### config.mk
export PLATFORM = sky130hd
export DESIGN_NAME = scan_crc_feeder
export DESIGN_NICKNAME = d
export VERILOG_FILES = /design/src/rtl/scan_pkg.sv /design/src/rtl/scan_addr_regs.sv /design/src/rtl/scan_fsm.sv /design/src/rtl/scan_flag_irq.sv /design/src/rtl/scan_crc_feeder.sv
export SDC_FILE = /design/constraint.sdc
export NUM_CORES = 1
export LEC_CHECK = 0
export ABC_AREA = 0
export BUFFER_PORTS_ARGS = -buffer_cell sky130_fd_sc_hd__buf_2
export CAP_MARGIN = 20
export CORE_UTILIZATION = 48
export DETAILED_ROUTE_END_ITERATION = 10
export PLACE_DENSITY = 0.89
export SKIP_CTS_REPAIR_TIMING = 1
export SYNTH_ARGS = -nofsm -noshare
export SYNTH_HDL_FRONTEND = slang
export SYNTH_SLANG_ARGS = --single-unit
### constraint.sdc
create_clock -name clk -period 1.9 [get_ports clk]
set_input_delay 0.19 -clock clk [delete_from_list [all_inputs] [get_ports clk]]
set_output_delay 0.19 -clock clk [all_outputs]
set_load 0.1 [all_outputs]
### src/rtl/scan_pkg.sv
package scan_pkg;
  typedef enum logic [2:0] {
    S_IDLE,
    S_REQ,
    S_RD,
    S_RESP,
    S_HOLD
  } scan_state_t;

  localparam logic [1:0] MODE_CONT = 2'b00;
endpackage

### src/rtl/scan_addr_regs.sv
module scan_addr_regs #(
  parameter int AW = 8
) (
  input  logic          clk,
  input  logic          rst,
  input  logic          busy,
  input  logic          lo_wr,
  input  logic          hi_wr,
  input  logic [AW-1:0] wdata,
  input  logic          adv,
  output logic [AW-1:0] lo_q,
  output logic          last
);
  logic [AW-1:0] hi_q;

  always_ff @(posedge clk) begin
    if (rst) begin
      lo_q <= '0;
      hi_q <= '0;
    end else begin
      if (adv)
        lo_q <= lo_q + AW'(1);
      else if (lo_wr && !busy)
        lo_q <= wdata;
      if (hi_wr && !busy)
        hi_q <= wdata;
    end
  end

  assign last = (lo_q == hi_q);

  // pointer only moves by the FSM advance while scanning
  assert_ptr_frozen_R10: assert property (@(posedge clk) disable iff (rst)
    (busy && !adv) |=> $stable(lo_q));
endmodule

### src/rtl/scan_fsm.sv
module scan_fsm
  import scan_pkg::*;
#(
  parameter int DW = 16
) (
  input  logic          clk,
  input  logic          rst,
  input  logic          en,
  input  logic [1:0]    mode,
  input  logic          go_set,
  input  logic          go_clr,
  input  logic          crc_go,
  input  logic          crc_full,
  input  logic [DW-1:0] mem_rdata,
  input  logic          mem_valid,
  input  logic          last,
  output logic          scan_go,
  output logic          mem_re,
  output logic          crc_wr,
  output logic [DW-9:0] crc_hi,
  output logic [7:0]    crc_lo,
  output logic          adv
);
  scan_state_t state;

  always_ff @(posedge clk) begin
    if (rst) begin
      state   <= S_IDLE;
      scan_go <= 1'b0;
      mem_re  <= 1'b0;
      crc_wr  <= 1'b0;
      crc_hi  <= '0;
      crc_lo  <= '0;
    end else begin
      mem_re <= 1'b0;
      crc_wr <= 1'b0;
      if (!en) begin
        state   <= S_IDLE;
        scan_go <= 1'b0;
      end else if (scan_go && go_clr) begin
        state   <= S_IDLE;
        scan_go <= 1'b0;
      end else begin
        unique case (state)
          S_IDLE: if (go_set && mode == MODE_CONT) begin
            scan_go <= 1'b1;
            state   <= S_REQ;
          end
          S_REQ: if (crc_go && !crc_full) begin
            mem_re <= 1'b1;
            state  <= S_RD;
          end
          S_RD: state <= S_RESP;
          S_RESP: begin
            if (mem_valid) begin
              crc_wr <= 1'b1;
              crc_hi <= mem_rdata[DW-1:8];
              crc_lo <= mem_rdata[7:0];
            end
            if (mem_valid && !last) begin
              state <= S_HOLD;
            end else begin
              state   <= S_IDLE;
              scan_go <= 1'b0;
            end
          end
          S_HOLD: state <= S_REQ;
          default: state <= S_IDLE;
        endcase
      end
    end
  end

  assign adv = en && !go_clr && (state == S_RESP) && mem_valid && !last;

  assert_read_when_ready_R3: assert property (@(posedge clk) disable iff (rst)
    mem_re |-> $past(crc_go && !crc_full));
  assert_wr_single_R4: assert property (@(posedge clk) disable iff (rst)
    crc_wr |=> !crc_wr);
  assert_start_legal_R2: assert property (@(posedge clk) disable iff (rst)
    $rose(scan_go) |-> $past(go_set && en && mode == MODE_CONT));
endmodule

### src/rtl/scan_flag_irq.sv
module scan_flag_irq (
  input  logic clk,
  input  logic rst,
  input  logic en,
  input  logic scan_go,
  input  logic flag_clr,
  input  logic irq_en,
  output logic flag,
  output logic irq
);
  logic go_d;

  always_ff @(posedge clk) begin
    if (rst) begin
      go_d <= 1'b0;
      flag <= 1'b0;
    end else begin
      go_d <= scan_go;
      if (go_d && !scan_go && en)
        flag <= 1'b1;
      else if (flag_clr)
        flag <= 1'b0;
    end
  end

  assign irq = flag && irq_en;

  assert_flag_on_fall_R8: assert property (@(posedge clk) disable iff (rst)
    ($fell(scan_go) && en) |=> flag);
endmodule

### src/rtl/scan_crc_feeder.sv
module scan_crc_feeder #(
  parameter int AW = 8,
  parameter int DW = 16
) (
  input  logic          clk,
  input  logic          rst,
  input  logic          cfg_en,
  input  logic [1:0]    cfg_mode,
  input  logic          go_set,
  input  logic          go_clr,
  input  logic          lo_wr,
  input  logic          hi_wr,
  input  logic [AW-1:0] addr_wdata,
  input  logic          irq_en,
  input  logic          flag_clr,
  input  logic          crc_go,
  input  logic          crc_full,
  input  logic [DW-1:0] mem_rdata,
  input  logic          mem_valid,
  output logic          mem_re,
  output logic [AW-1:0] mem_addr,
  output logic          crc_wr,
  output logic [DW-9:0] crc_hi,
  output logic [7:0]    crc_lo,
  output logic          scan_go,
  output logic [AW-1:0] scan_addr,
  output logic          scan_flag,
  output logic          irq
);
  logic adv;
  logic last;

  scan_addr_regs #(.AW(AW)) u_addr (
    .clk   (clk),
    .rst   (rst),
    .busy  (scan_go),
    .lo_wr (lo_wr),
    .hi_wr (hi_wr),
    .wdata (addr_wdata),
    .adv   (adv),
    .lo_q  (scan_addr),
    .last  (last)
  );

  scan_fsm #(.DW(DW)) u_fsm (
    .clk       (clk),
    .rst       (rst),
    .en        (cfg_en),
    .mode      (cfg_mode),
    .go_set    (go_set),
    .go_clr    (go_clr),
    .crc_go    (crc_go),
    .crc_full  (crc_full),
    .mem_rdata (mem_rdata),
    .mem_valid (mem_valid),
    .last      (last),
    .scan_go   (scan_go),
    .mem_re    (mem_re),
    .crc_wr    (crc_wr),
    .crc_hi    (crc_hi),
    .crc_lo    (crc_lo),
    .adv       (adv)
  );

  scan_flag_irq u_flag (
    .clk      (clk),
    .rst      (rst),
    .en       (cfg_en),
    .scan_go  (scan_go),
    .flag_clr (flag_clr),
    .irq_en   (irq_en),
    .flag     (scan_flag),
    .irq      (irq)
  );

  assign mem_addr = scan_addr;
endmodule

Word-level counts from Yosys, hierarchy flattened
Cells that the tools add are included.
{"block": "totals", "mem_count": 0, "latch_bits": 0, "ram_bits": 0, "rom_bits": 0, "inputBits": 38, "reg_bits": 40}
{"block": "op_classes", "order_cmp": 0, "n_reduce_logical": 28, "eq_ne": 8, "multipliers": 0, "div_mod_pow": 0, "add_sub_neg": 1, "bitwise_logic": 4, "mux": 13, "n_shift": 0}
{"operator": "8-bit two-way mux", "n": 2}
{"operator": "3-bit case mux with 5 select lines", "n": 1}
{"operator": "1-bit logical AND", "n": 13}
{"operator": "3-bit two-way mux", "n": 3}
{"operator": "8-bit by 1-bit adder with 8-bit output (second input constant)", "n": 1}
{"operator": "8-bit equality test", "n": 1}
{"operator": "4-bit OR reduction", "n": 2}
{"operator": "3-bit by 2-bit equality test with 1-bit output (second input constant)", "n": 2}
{"operator": "1-bit two-way mux", "n": 6}
{"operator": "2-bit nonzero test", "n": 3}
{"operator": "1-bit zero test", "n": 4}
{"operator": "2-bit by 1-bit inequality test with 1-bit output (second input constant)", "n": 2}
{"operator": "1-bit NOT", "n": 4}
{"operator": "4-bit AND reduction", "n": 1}
{"operator": "3-bit by 1-bit equality test with 1-bit output (second input constant)", "n": 1}
{"operator": "3-bit equality test (second input constant)", "n": 1}
{"operator": "3-bit zero test", "n": 1}
{"operator": "3-bit AND reduction", "n": 1}
{"operator": "3-bit OR reduction", "n": 1}
{"operator": "2-bit zero test", "n": 1}
{"operator": "2-bit inequality test (second input constant)", "n": 1}
{"operator": "1-bit case mux with 2 select lines", "n": 1}
{"operator": "2-bit AND reduction", "n": 1}

Logic depth before layout (Yosys ltp)
{"block": "depth", "depth_word": 6, "ltp_mapped": 6}

Modules after synthesis
Synthesis repeated with hierarchy kept, for this count alone.
{"block": "unflattened", "cells_unflattened": 213, "hier_area_um2": 2047.0}
{"module": "scan_fsm", "instances": 1, "area_each_um2": 1096.1, "cells_each": 107}
{"module": "scan_addr_regs", "instances": 1, "area_each_um2": 819.5, "cells_each": 91}
{"module": "scan_flag_irq", "instances": 1, "area_each_um2": 71.3, "cells_each": 7}
{"module": "scan_crc_feeder", "instances": 1, "area_each_um2": 60.1, "cells_each": 8}

Worst setup path before layout
No wires, ideal clock.
{"block": "synth_path", "kind": "reg-to-reg", "startpoint": "register u_fsm.scan_go", "endpoint": "register u_fsm.crc_hi[0]", "t_required_ps": 1772, "setup_time_ps": 128, "stages_incl_launch_ff": 7, "t_arrival_ps": 2092, "path_slack_ps": -319, "synth_period_minus_slack_ps": 2219, "cell_sequence": "dfxtp_1 -> a21boi_0 -> nand4_1 -> buf_2 -> buf_4 -> mux2i_1 -> nor2_1"}
{"block": "synth_between", "elab_chain_len": 3}
{"element": "start: declaration", "line_no": "scan_fsm.sv:17", "rtl": "output logic scan_go,"}
{"element": "start signal: assignment", "line_no": "scan_fsm.sv:29", "rtl": "scan_go <= 1'b0;"}
{"element": "start signal: assignment", "line_no": "scan_fsm.sv:39", "rtl": "scan_go <= 1'b0;"}
{"element": "start signal: assignment", "line_no": "scan_fsm.sv:42", "rtl": "scan_go <= 1'b0;"}
{"element": "1-bit logical AND", "line_no": "scan_fsm.sv:40", "rtl": "end else if (scan_go && go_clr) begin"}
{"element": "1-bit NOT (no source line)"}
{"element": "4-bit AND reduction (no source line)"}
{"element": "end signal: assignment", "line_no": "scan_fsm.sv:57", "rtl": "crc_hi <= mem_rdata[DW-1:8];"}
{"element": "end: declaration", "line_no": "scan_fsm.sv:20", "rtl": "output logic [DW-9:0] crc_hi,"}
No other way between the ends.
A chain may end at the register's enable or synchronous reset.

Final worst setup path
{"block": "layout_path", "startpoint": "register u_fsm.state[0]", "endpoint": "register u_addr.lo_q[3]"}
{"block": "layout_between", "elab_chain_len": 5}
{"element": "start: declaration", "line_no": "scan_fsm.sv:24", "rtl": "scan_state_t state;"}
{"element": "start signal: assignment", "line_no": "scan_fsm.sv:28", "rtl": "state <= S_IDLE;"}
{"element": "start signal: assignment", "line_no": "scan_fsm.sv:38", "rtl": "state <= S_IDLE;"}
{"element": "start signal: assignment", "line_no": "scan_fsm.sv:41", "rtl": "state <= S_IDLE;"}
{"element": "3-bit by 2-bit equality test with 1-bit output (*)", "line_no": "scan_fsm.sv:74", "rtl": "assign adv = en && !go_clr && (state == S_RESP) && mem_valid && !last;"}
{"element": "1-bit logical AND (*) (3 in a row)", "line_no": "scan_fsm.sv:74"}
{"element": "8-bit two-way mux or 2-bit nonzero test (tied branches)"}
{"element": "end signal: assignment", "line_no": "scan_addr_regs.sv:22", "rtl": "lo_q <= lo_q + AW'(1);"}
{"element": "end signal: assignment", "line_no": "scan_addr_regs.sv:24", "rtl": "lo_q <= wdata;"}
{"element": "end: declaration", "line_no": "scan_addr_regs.sv:11", "rtl": "output logic [AW-1:0] lo_q,"}
Mark *: on every way between the ends. The rest lies on a longest branch, timed or not.

==> key figures <==
Timing
  – Clock Skews: 0.00526 ns
  – # setup viols final: 0
  – Worst Tran Pin Value: 0.571 ns
  – Fmax: 0.569 GHz
  – Tcrit/Tclk final: 92.5%
  – Endpoints failing hold: 0
  – Final min period: 1.76 ns
  – RSZ-0062 raised after global routing: false
  – Slew Limit Fails: 0
  – Final setup TNS: 0 ns
  – Max_slew headroom: 61.9%

Clock tree
  – # clock sinks: 40
  – Worst skew pair latency: 0.29 ns
  – CTS tree: built
  – CTS Root Cell: clkbuf_8
  – TritonCTS Buffers: 5
  – Clk pin slew, worst setup/hold paths: 0.08 ns
  – H-tree levels: 2
  – Max clock buf depth: 2

Final layout
  – Nets: 315
  – Reg area: 812 um2
  – Fillers: 319
  – Multi-input logic area: 941 um2
  – Share of layout cells above drive strength 1: 35.9%
  – Area growth syn-to-layout: 26.0%
  – Ant. Diodes: 0
  – Commonest non-fill, non-tap cells in the layout: buf_2 (74), nor2_1 (33), dfxtp_1 (31)
  – Commonest non-fill, non-tap cell in the layout: buf_2

Die
  – Core footprint: 3690 um2
  – Rows: 22
  – Die height: 64.2 um
  – Die X: 64.2 um
  – Die area: 4130 um2
  – Starting Density: 50.4%
  – I/O pins: 75

Setup path
  – WP data arrival: 1.98 ns
  – Worst reg2reg path startpoint: u_fsm.state[0]
  – Crit. End Element: register
  – Crit-path max FO: 11
  – Kind of start point of the critical path: register
  – WP data required: 2.12 ns
  – Setup CP Type: reg -> reg
  – Crit. Startpoint: u_fsm.state[0]

Min path
  – Hold Startpoint: mem_rdata[9]
  – HP Class: in -> reg

Synth
  – Post-synth EDFFs: 0
  – Avg Cell Area, Syn: 8.81 um2
  – Sequential area share after synthesis: 43.1%
  – Syn_nets: 250
  – Ys flop type: dfxtp_1
  – YS warnings: 0
  – Synth unique cells: 32
  – Post-synth ARST share: 0%
  – Netlist Area Pre-Place: 1860 um2
  – Yosys reg bits: 40
  – Post-Synthesis Cells: 211

Routing
  – DRT antenna net count: 0
  – # DRC: 0
  – DR vias: 1682
  – Drt via density: 5.19
  – DR iter-0 viols: 104
  – First-pass iteration count of the detailed router: 4
  – Average wire per standard cell: 12.7 um
  – WL final: 4100 um

Outcome
  – Status: finished clean

Global routing
  – First-pass GRT wire length: 6930 um
  – Vias in the first global route: 1637
  – Largest net degree at the start of global routing: 28
  – Total GRT Usage: 21.8%
  – Initial antenna violation count: 0
  – GRT overflow: 0

Pwr
  – Power Total: 2.02 mW
  – Leak Pwr: 1.24 nW
  – P per Cell Area: 864 nW/um2
  – Worst vdd ir: 0.000546 V

Place
  – Dpl hpwl: 3020 um
  – Gpl congestion: 0.794
  – IO buf count: 74

Job
  – Max Cap Viol: 0
## cells by family after synthesis
family                     count (synthesis)  synth area share (%)
and+or+nand+nor                           89                  22.5
DFF                                       40                  43.1
AOI/OAI and AO/OA                         27                  9.56
muxes                                     26                  14.1
buffers and inverters                     20                  6.39
xor gates and xnor gates                   8                  3.77
adders and majority gates                  1                 0.673
## Yosys cell counts (all sizes together), types with 3 or more instances
cell type	n	share of area (%)
nand2	25	5.0
nor2	33	6.7
nand3b	4	1.6
clkbuf	6	1.2
buf	14	5.2
a21o	7	2.8
nor3	3	0.81
nor2b	5	1.7
nand3	7	1.9
a31oi	5	1.7
xor2	8	3.8
a21oi	8	2.4
dfxtp	40	43
mux2i	25	13
nand2b	4	1.3
## worst max-delay path, stage by stage (launching register included)
cell	delay, ns
dfxtp_1	0.40
and2b_1	0.22
nand4_1	0.13
a21oi_2	0.39
buf_4	0.26
nand3_1	0.11
a31oi_1	0.17
## final timing paths
path / endpoint / slack [ns] / depth (start not counted)
max: u_addr.lo_q[3] / 0.14 / 6
min: u_fsm.crc_hi[1] / 0.13 / 3
max reg2reg: u_addr.lo_q[3] / 0.14 / 6
min reg2reg: u_flag.flag / 0.47 / 2
## per-layer routing
layer  global-route usage [%]  vias to the layer above  routed length [um]
met2                     37.2                       59                1960
met3                     6.61                        9                 276
met4                     10.8                        0                  91
met5                        0                        -                   0
li1                         -                      831                   -
met1                     24.5                      783                1770
## power breakdown
| group | switching (mW) | leakage (nW) | internal [mW] |
|---|---|---|---|
| registers | 0.0273 | 0.329 | 0.862 |
| clock network | 0.294 | 0.0642 | 0.517 |
| logic | 0.232 | 0.845 | 0.0923 |
| total | 0.553 | 1.24 | 1.47 |
## state kept, by name, indices dropped and copies added, names as in the netlist
name           count
u_fsm.crc_hi       8
u_fsm.crc_lo       8
u_fsm.scan_go      1
u_fsm.mem_re       1
u_addr.lo_q        8
u_flag.flag        1
u_fsm.state        3
u_addr.hi_q        8
u_fsm.crc_wr       1
u_flag.go_d        1
## layout make-up
cell class | count | share of cell area, %
clock buffers | 5 | 2.94
clock inverters | 2 | 2.56
multi-input cells | 151 | 40.2
flip-flops and latches | 40 | 34.7
well taps | 48 | 2.56
repair buffers | 78 | 17.1
## per-stage QoR
stage | std cells | area [um2] | worst slack (ns) | util (%) | hold WS, ns
2_1_floorplan | 211 | 1870 | 0.0603 | - | 0.334
3_3_place_gp | 317 | 2210 | 0.228 | 60.0 | 0.418
3_5_place_dp | 317 | 2210 | 0.170 | 60.0 | 0.433
4_1_cts | 324 | 2340 | 0.144 | 63.5 | 0.126
5_1_grt | 324 | 2340 | 0.0295 | 63.5 | 0.123
6_report | 324 | 2340 | 0.142 | 63.5 | 0.128
Note: power is estimated with default switching activity, not from simulation.
